### src/rtl/spc_pkg.sv
package spc_pkg;
  localparam int unsigned WORD_W = 16;
  localparam int unsigned OP_W   = 3;
  localparam int unsigned RSEL_W = 2;
  localparam int unsigned ADDR_W = 7;
  localparam int unsigned OP_LSB = WORD_W - OP_W;
  localparam int unsigned C_LSB  = OP_LSB - RSEL_W;
  localparam int unsigned A_LSB  = C_LSB - RSEL_W;
  localparam int unsigned B_LSB  = A_LSB - RSEL_W;

  typedef enum logic [OP_W-1:0] {
    OP_HALT  = 3'd0,
    OP_ADD   = 3'd1,
    OP_SUB   = 3'd2,
    OP_LOAD  = 3'd3,
    OP_STORE = 3'd4,
    OP_ADDM  = 3'd5
  } opcode_e;

  typedef enum logic {
    ALU_ADD = 1'b0,
    ALU_SUB = 1'b1
  } alu_e;

  typedef struct packed {
    alu_e              alu_op;
    logic [RSEL_W-1:0] sel_a;
    logic [RSEL_W-1:0] sel_b;
    logic [RSEL_W-1:0] sel_c;
    logic              reg_we;
    logic              reg_from_mem;
    logic              mem_re;
    logic              mem_we;
    logic              mem_from_alu;
    logic [ADDR_W-1:0] addr;
  } dp_ctl_t;

  typedef enum logic [2:0] {
    S_IDLE, S_FETCH, S_FWAIT, S_DECODE, S_EXEC, S_HALTED
  } seq_state_e;
endpackage

### src/rtl/spc_fetch.sv
module spc_fetch
  import spc_pkg::*;
(
  input  logic              clk,
  input  logic              rst_n,
  input  logic              pc_clear,
  input  logic              ir_load,
  input  logic [WORD_W-1:0] ir_in,
  output logic [ADDR_W-1:0] pc,
  output logic [WORD_W-1:0] ir
);
  always_ff @(posedge clk) begin
    if (!rst_n) begin
      pc <= '0;
      ir <= '0;
    end else if (pc_clear) begin
      pc <= '0;
    end else if (ir_load) begin
      ir <= ir_in;
      pc <= pc + 1'b1;
    end
  end

  // a captured word never leaves the counter where it was
  assert_ir_moves_pc_R4: assert property (@(posedge clk) disable iff (!rst_n)
    (ir_load && !pc_clear) |=> (pc != $past(pc)));
endmodule

### src/rtl/spc_decode.sv
module spc_decode
  import spc_pkg::*;
(
  input  logic [WORD_W-1:0] ir,
  output dp_ctl_t           ctl,
  output logic              is_stop
);
  logic [OP_W-1:0] op;

  always_comb begin
    op               = ir[WORD_W-1:OP_LSB];
    ctl              = '0;
    ctl.sel_c        = ir[C_LSB +: RSEL_W];
    ctl.sel_a        = ir[A_LSB +: RSEL_W];
    ctl.sel_b        = ir[B_LSB +: RSEL_W];
    ctl.addr         = ir[ADDR_W-1:0];
    ctl.alu_op       = ALU_ADD;
    is_stop          = 1'b0;
    case (op)
      OP_ADD:   ctl.reg_we = 1'b1;
      OP_SUB: begin
        ctl.reg_we = 1'b1;
        ctl.alu_op = ALU_SUB;
      end
      OP_LOAD: begin
        ctl.mem_re       = 1'b1;
        ctl.reg_we       = 1'b1;
        ctl.reg_from_mem = 1'b1;
      end
      OP_STORE: ctl.mem_we = 1'b1;
      OP_ADDM: begin
        ctl.mem_we       = 1'b1;
        ctl.mem_from_alu = 1'b1;
      end
      default:  is_stop = 1'b1;
    endcase
  end
endmodule

### src/rtl/spc_seq.sv
module spc_seq
  import spc_pkg::*;
(
  input  logic clk,
  input  logic rst_n,
  input  logic run,
  input  logic req_ready,
  input  logic rsp_valid,
  input  logic dp_done,
  input  logic is_stop,
  output logic req_valid,
  output logic rsp_ready,
  output logic pc_clear,
  output logic ir_load,
  output logic ctl_load,
  output logic in_exec,
  output logic dp_start,
  output logic busy,
  output logic halted
);
  seq_state_e state, state_nx;

  always_comb begin
    state_nx = state;
    case (state)
      S_IDLE, S_HALTED: if (run) state_nx = S_FETCH;
      S_FETCH:          if (req_ready) state_nx = S_FWAIT;
      S_FWAIT:          if (rsp_valid) state_nx = S_DECODE;
      S_DECODE:         state_nx = is_stop ? S_HALTED : S_EXEC;
      S_EXEC:           if (dp_done) state_nx = S_FETCH;
      default:          state_nx = S_IDLE;
    endcase
  end

  always_ff @(posedge clk) begin
    if (!rst_n) begin
      state    <= S_IDLE;
      dp_start <= 1'b0;
    end else begin
      state    <= state_nx;
      dp_start <= (state == S_DECODE) && !is_stop;
    end
  end

  assign req_valid = (state == S_FETCH);
  assign rsp_ready = (state == S_FWAIT);
  assign pc_clear  = ((state == S_IDLE) || (state == S_HALTED)) && run;
  assign ir_load   = (state == S_FWAIT) && rsp_valid;
  assign ctl_load  = (state == S_DECODE) && !is_stop;
  assign in_exec   = (state == S_EXEC);
  assign busy      = (state != S_IDLE) && (state != S_HALTED);
  assign halted    = (state == S_HALTED);

  assert_start_pulse_R8: assert property (@(posedge clk) disable iff (!rst_n)
    dp_start |=> !dp_start);
  assert_halt_quiet_R10: assert property (@(posedge clk) disable iff (!rst_n)
    halted |-> (!req_valid && !dp_start && !rsp_ready));
  assert_req_hold_R3: assert property (@(posedge clk) disable iff (!rst_n)
    (req_valid && !req_ready) |=> req_valid);
  assert_no_fetch_in_exec_R9: assert property (@(posedge clk) disable iff (!rst_n)
    (in_exec && !dp_done) |=> !req_valid);
endmodule

### src/rtl/spc_ctlreg.sv
module spc_ctlreg
  import spc_pkg::*;
(
  input  logic    clk,
  input  logic    rst_n,
  input  logic    load,
  input  dp_ctl_t d,
  output dp_ctl_t q
);
  always_ff @(posedge clk) begin
    if (!rst_n)    q <= '0;
    else if (load) q <= d;
  end
endmodule

### src/rtl/spc_top.sv
module spc_top
  import spc_pkg::*;
(
  input  logic              clk,
  input  logic              rst_n,
  input  logic              run,
  output logic              busy,
  output logic              halted,
  output logic [ADDR_W-1:0] pc_o,
  output logic              mem_req_valid,
  input  logic              mem_req_ready,
  output logic [ADDR_W-1:0] mem_req_addr,
  input  logic              mem_rsp_valid,
  output logic              mem_rsp_ready,
  input  logic [WORD_W-1:0] mem_rsp_data,
  output logic              dp_start,
  input  logic              dp_done,
  output logic              dp_alu_op,
  output logic [RSEL_W-1:0] dp_sel_a,
  output logic [RSEL_W-1:0] dp_sel_b,
  output logic [RSEL_W-1:0] dp_sel_c,
  output logic              dp_reg_we,
  output logic              dp_reg_from_mem,
  output logic              dp_mem_re,
  output logic              dp_mem_we,
  output logic              dp_mem_from_alu,
  output logic [ADDR_W-1:0] dp_addr
);
  logic              pc_clear, ir_load, ctl_load, in_exec, is_stop;
  logic [WORD_W-1:0] ir;
  logic [ADDR_W-1:0] pc;
  dp_ctl_t           ctl_d, ctl_q;

  spc_fetch u_fetch (
    .clk(clk), .rst_n(rst_n), .pc_clear(pc_clear), .ir_load(ir_load),
    .ir_in(mem_rsp_data), .pc(pc), .ir(ir)
  );

  spc_decode u_decode (.ir(ir), .ctl(ctl_d), .is_stop(is_stop));

  spc_seq u_seq (
    .clk(clk), .rst_n(rst_n), .run(run), .req_ready(mem_req_ready),
    .rsp_valid(mem_rsp_valid), .dp_done(dp_done), .is_stop(is_stop),
    .req_valid(mem_req_valid), .rsp_ready(mem_rsp_ready), .pc_clear(pc_clear),
    .ir_load(ir_load), .ctl_load(ctl_load), .in_exec(in_exec),
    .dp_start(dp_start), .busy(busy), .halted(halted)
  );

  spc_ctlreg u_ctl (.clk(clk), .rst_n(rst_n), .load(ctl_load), .d(ctl_d), .q(ctl_q));

  assign pc_o            = pc;
  assign mem_req_addr    = pc;
  assign dp_alu_op       = ctl_q.alu_op;
  assign dp_sel_a        = ctl_q.sel_a;
  assign dp_sel_b        = ctl_q.sel_b;
  assign dp_sel_c        = ctl_q.sel_c;
  assign dp_reg_we       = ctl_q.reg_we;
  assign dp_reg_from_mem = ctl_q.reg_from_mem;
  assign dp_mem_re       = ctl_q.mem_re;
  assign dp_mem_we       = ctl_q.mem_we;
  assign dp_mem_from_alu = ctl_q.mem_from_alu;
  assign dp_addr         = ctl_q.addr;

  assert_addr_hold_R3: assert property (@(posedge clk) disable iff (!rst_n)
    (mem_req_valid && !mem_req_ready) |=> $stable(mem_req_addr));
  assert_pc_step_R4: assert property (@(posedge clk) disable iff (!rst_n)
    (mem_rsp_valid && mem_rsp_ready) |=> (pc_o == $past(pc_o) + 1'b1));
  assert_ctl_hold_R8: assert property (@(posedge clk) disable iff (!rst_n)
    (in_exec && !dp_start) |-> $stable(ctl_q));
  assert_run_restart_R2: assert property (@(posedge clk) disable iff (!rst_n)
    (run && !busy) |=> (mem_req_valid && pc_o == '0));
endmodule

### config.mk
export PLATFORM = sky130hd
export DESIGN_NAME = spc_top
export DESIGN_NICKNAME = d
export VERILOG_FILES = /design/src/rtl/spc_pkg.sv /design/src/rtl/spc_fetch.sv /design/src/rtl/spc_decode.sv /design/src/rtl/spc_seq.sv /design/src/rtl/spc_ctlreg.sv /design/src/rtl/spc_top.sv
export SDC_FILE = /design/constraint.sdc
export NUM_CORES = 1
export LEC_CHECK = 0
export BUFFER_PORTS_ARGS = -buffer_cell sky130_fd_sc_hd__buf_4
export CAP_MARGIN = 20
export CORE_MARGIN = 2
export CORE_UTILIZATION = 45
export DETAILED_ROUTE_END_ITERATION = 8
export GPL_TIMING_DRIVEN = 0
export PLACE_DENSITY = 0.77
export SYNTH_ARGS = -nofsm -noshare
export SYNTH_HDL_FRONTEND = slang
export SYNTH_SLANG_ARGS = --single-unit
export TNS_END_PERCENT = 20
### constraint.sdc
create_clock -name clk -period 1.7 [get_ports clk]
set_input_delay 0.085 -clock clk [delete_from_list [all_inputs] [get_ports clk]]
set_output_delay 0.085 -clock clk [all_outputs]
set_load 0.005 [all_outputs]
==> results_dict.tcl <==
set metrics [dict create \
    ant_nets 0 \
    crit_arrival_ns 1.70 \
    finalWirelength_mm 4.00 \
    relSlewSlack_pct 70.7 \
    fin_crit_sh_pct 89.8 \
    grt_setup_unrepaired "no" \
    synth-edff-count 0 \
    status "complete, no violations" \
    antenna_cells 0 \
    synth_area_leader_cell "dfxtp_1" \
    dp_hpwl_mm 2.92 \
    pin_count 60 \
    gp_congestion 0.782 \
    worst_setup_path_start_kind "register" \
    syn_area_sq_um 1910 \
    synth_area_per_cell_sq_um 8.74 \
    clkSinkCount 45 \
    row_count 23 \
    finalInstanceArea_sq_um 2510 \
    async_flop_share_pct 0 \
    dr.pass1.iters 4 \
    fmax_mhz 655 \
    power_mw 2.26 \
    ir_worst_vdd_uv 617 \
    h-tree-depth 2 \
    synthToLayoutAreaGrowth_pct 31.4 \
    yosysWarnings 0 \
    track_usage_pct 17.3 \
    vias_per_cell 5.02 \
    dieWidth_um 69.2 \
    vias 1686 \
    synth_top_area_share_pct 47.1 \
    cts_hold_buf 0 \
    initial_core_util_pct 47.2 \
    die-area_sq_um 4790 \
    setup_ws_ns 0.173 \
    fillCellCount 364 \
    critPathSlowestCell "or3_4" \
    cts.reportedPaths.clkPinSlew_ns 0.09 \
    setup_tns_ns 0 \
    hold_violations 0 \
    slowest_delay_ns 0.40 \
    fin_crit_ns 1.53 \
    yosys.cell_count.top_type "dfxtp_1" \
    drc_errors 0 \
    grt-ovfl-total 0 \
    end_kind "register" \
    clock_path_buffers 2 \
    numCtsBuffers 5 \
    slew_viol_final 0 \
    cap_violations 0 \
    dp_worst_setup_slack_ns 0.127 \
    routedWlPerCell_um 11.9 \
    required_ns 1.88 \
    synth.distinct_cells 37 \
    final_layout_size_suffix_gt1_share_pct 31.8 \
    power.density_nw_per_um2 898 \
    min_path_type "in2reg" \
    grt_max_degree 16 \
    core_area_sq_um 4060 \
    antenna_found_initial 0 \
    drt_iter0_markers 60 \
    syn_inst 219 \
    cts_tree "yes" \
    portBuffers 59 \
    fin_util_pct 62.0 \
    yosys-top-cells-area "dfxtp_1 (47%), nand2_1 (8.4%), mux2i_1 (7.8%), a21oi_1 (6.0%), nor2_1 (5.3%)" \
    path_class "reg2reg" \
    fin_worst_skew_ns 0.00512 \
    p_leak_nw 1.16 \
    path_buf_inv 2 \
    fin_nets 308 \
    placed_area_sq_um 2420 \
    grt_pass1_vias 1454 \
    die_h_um 69.2 \
    synth_nets 242 \
    synth-seq-cells 45 \
    tightest_slew_ns 0.439 \
    setup_viol 0 \
    synth-main-ff-cell "dfxtp_1" \
    worstPathMaxFanout 10 \
    synth_common_cells "dfxtp_1 (45), nand2_1 (43), nor2_1 (27)" \
    ys_seq_area_share_pct 47.1 \
    cts_root_buffer "clkbuf_8" \
    grt_pass1_wl_mm 6.80 \
    worstPathCellList "buf_6 > or3_4 > nand4_4 > buf_12 > mux2i_1 > nor2_1" \
    clk_latency_ns 0.30 \
    path_delay_family "simple AND/OR/NAND/NOR gates" \
]
## worst register-to-register path, stage by stage (launching register included)
cell and delay [ns]:
dfxtp_1 0.31, buf_6 0.13, or3_4 0.40, nand4_4 0.16, buf_12 0.16, mux2i_1 0.18, nor2_1 0.05
## kinds of logic (layout without fill, tap and decap cells)
kind of cell,Yosys count,in the layout,synth area share (%)
AO/OA/AOI/OAI,35,35,9.67
XOR/XNOR,6,6,2.75
adder cells (fa/ha/maj),1,1,0.653
buffers and inverters,23,90,8.82
flip-flops,45,45,47.1
multiplexers,15,15,7.84
AND/OR/NAND/NOR,94,94,23.2
## flip-flops by register name, summed over array words and instances (netlist names)
register	count
u_seq.state	3
u_seq.dp_start	1
u_ctl.q	18
u_fetch.pc	7
u_fetch.ir	16
## cell usage in the layout, fill, tap and decap left out, types with 2 or more instances in the layout
cell      instances
clkbuf_8          6
xor2_1            5
nor3b_1           2
dfxtp_1          45
nand3b_1          2
a21oi_1          23
clkbuf_1          2
buf_2             5
buf_6             2
buf_4            67
o21ai_0           8
and3_1            2
nor2_1           27
inv_1             2
nand3_1           5
nand2_1          43
mux2i_1          15
nand4_1           2
## metrics by stage
| stage | cells | hold WS [ns] |
|---|---|---|
| after floorplan | 219 | 0.221 |
| after global placement | 328 | 0.331 |
| after detailed placement | 328 | 0.342 |
| after CTS | 336 | 0.0196 |
| after global routing | 336 | 0.0193 |
| final | 336 | 0.0258 |
## layout make-up
cell class | instances | area, sq um | share of cell area, %
Buffer | 20 | 158 | 6.27
Clock buffer | 5 | 68.8 | 2.74
Clock inverter | 3 | 21.3 | 0.846
Inverter | 3 | 11.3 | 0.448
Multi-Input combinational cell | 151 | 850 | 33.8
Sequential cell | 45 | 901 | 35.8
Tap cell | 50 | 62.6 | 2.49
Timing Repair Buffer | 59 | 443 | 17.6
## routing by layer
layer | vias to the layer above | GRT usage (%) | routed length, um
li1 | 860 | - | -
met1 | 772 | 21.0 | 1700
met2 | 48 | 29.1 | 2020
met3 | 6 | 4.65 | 211
met4 | 0 | 6.54 | 63
met5 | - | 0 | 0
## where the power goes
group / internal [mW] / leakage, nW / total (mW) / switching (mW)
Sequential: 1.10 / 0.363 / 1.13 / 0.0319
Combinational: 0.226 / 0.755 / 0.468 / 0.242
Clock: 0.292 / 0.0445 / 0.657 / 0.365
Total: 1.62 / 1.16 / 2.26 / 0.639
## what timing repair did
action                     CTS  global route
resized for setup            0             1
setup endpoints to repair    0             1
buffers inserted             0             0
## final timing paths
path               startpoint        endpoint  slack, ns  cells after the start
max            u_fetch.ir[15]      u_ctl.q[2]       0.17                      6
min reg2reg     u_fetch.ir[6]   u_fetch.ir[6]       0.46                      2
max reg2reg    u_fetch.ir[15]      u_ctl.q[2]       0.17                      6
min          mem_rsp_data[14]  u_fetch.ir[14]       0.03                      3
Note: power is estimated with default switching activity, not from simulation.
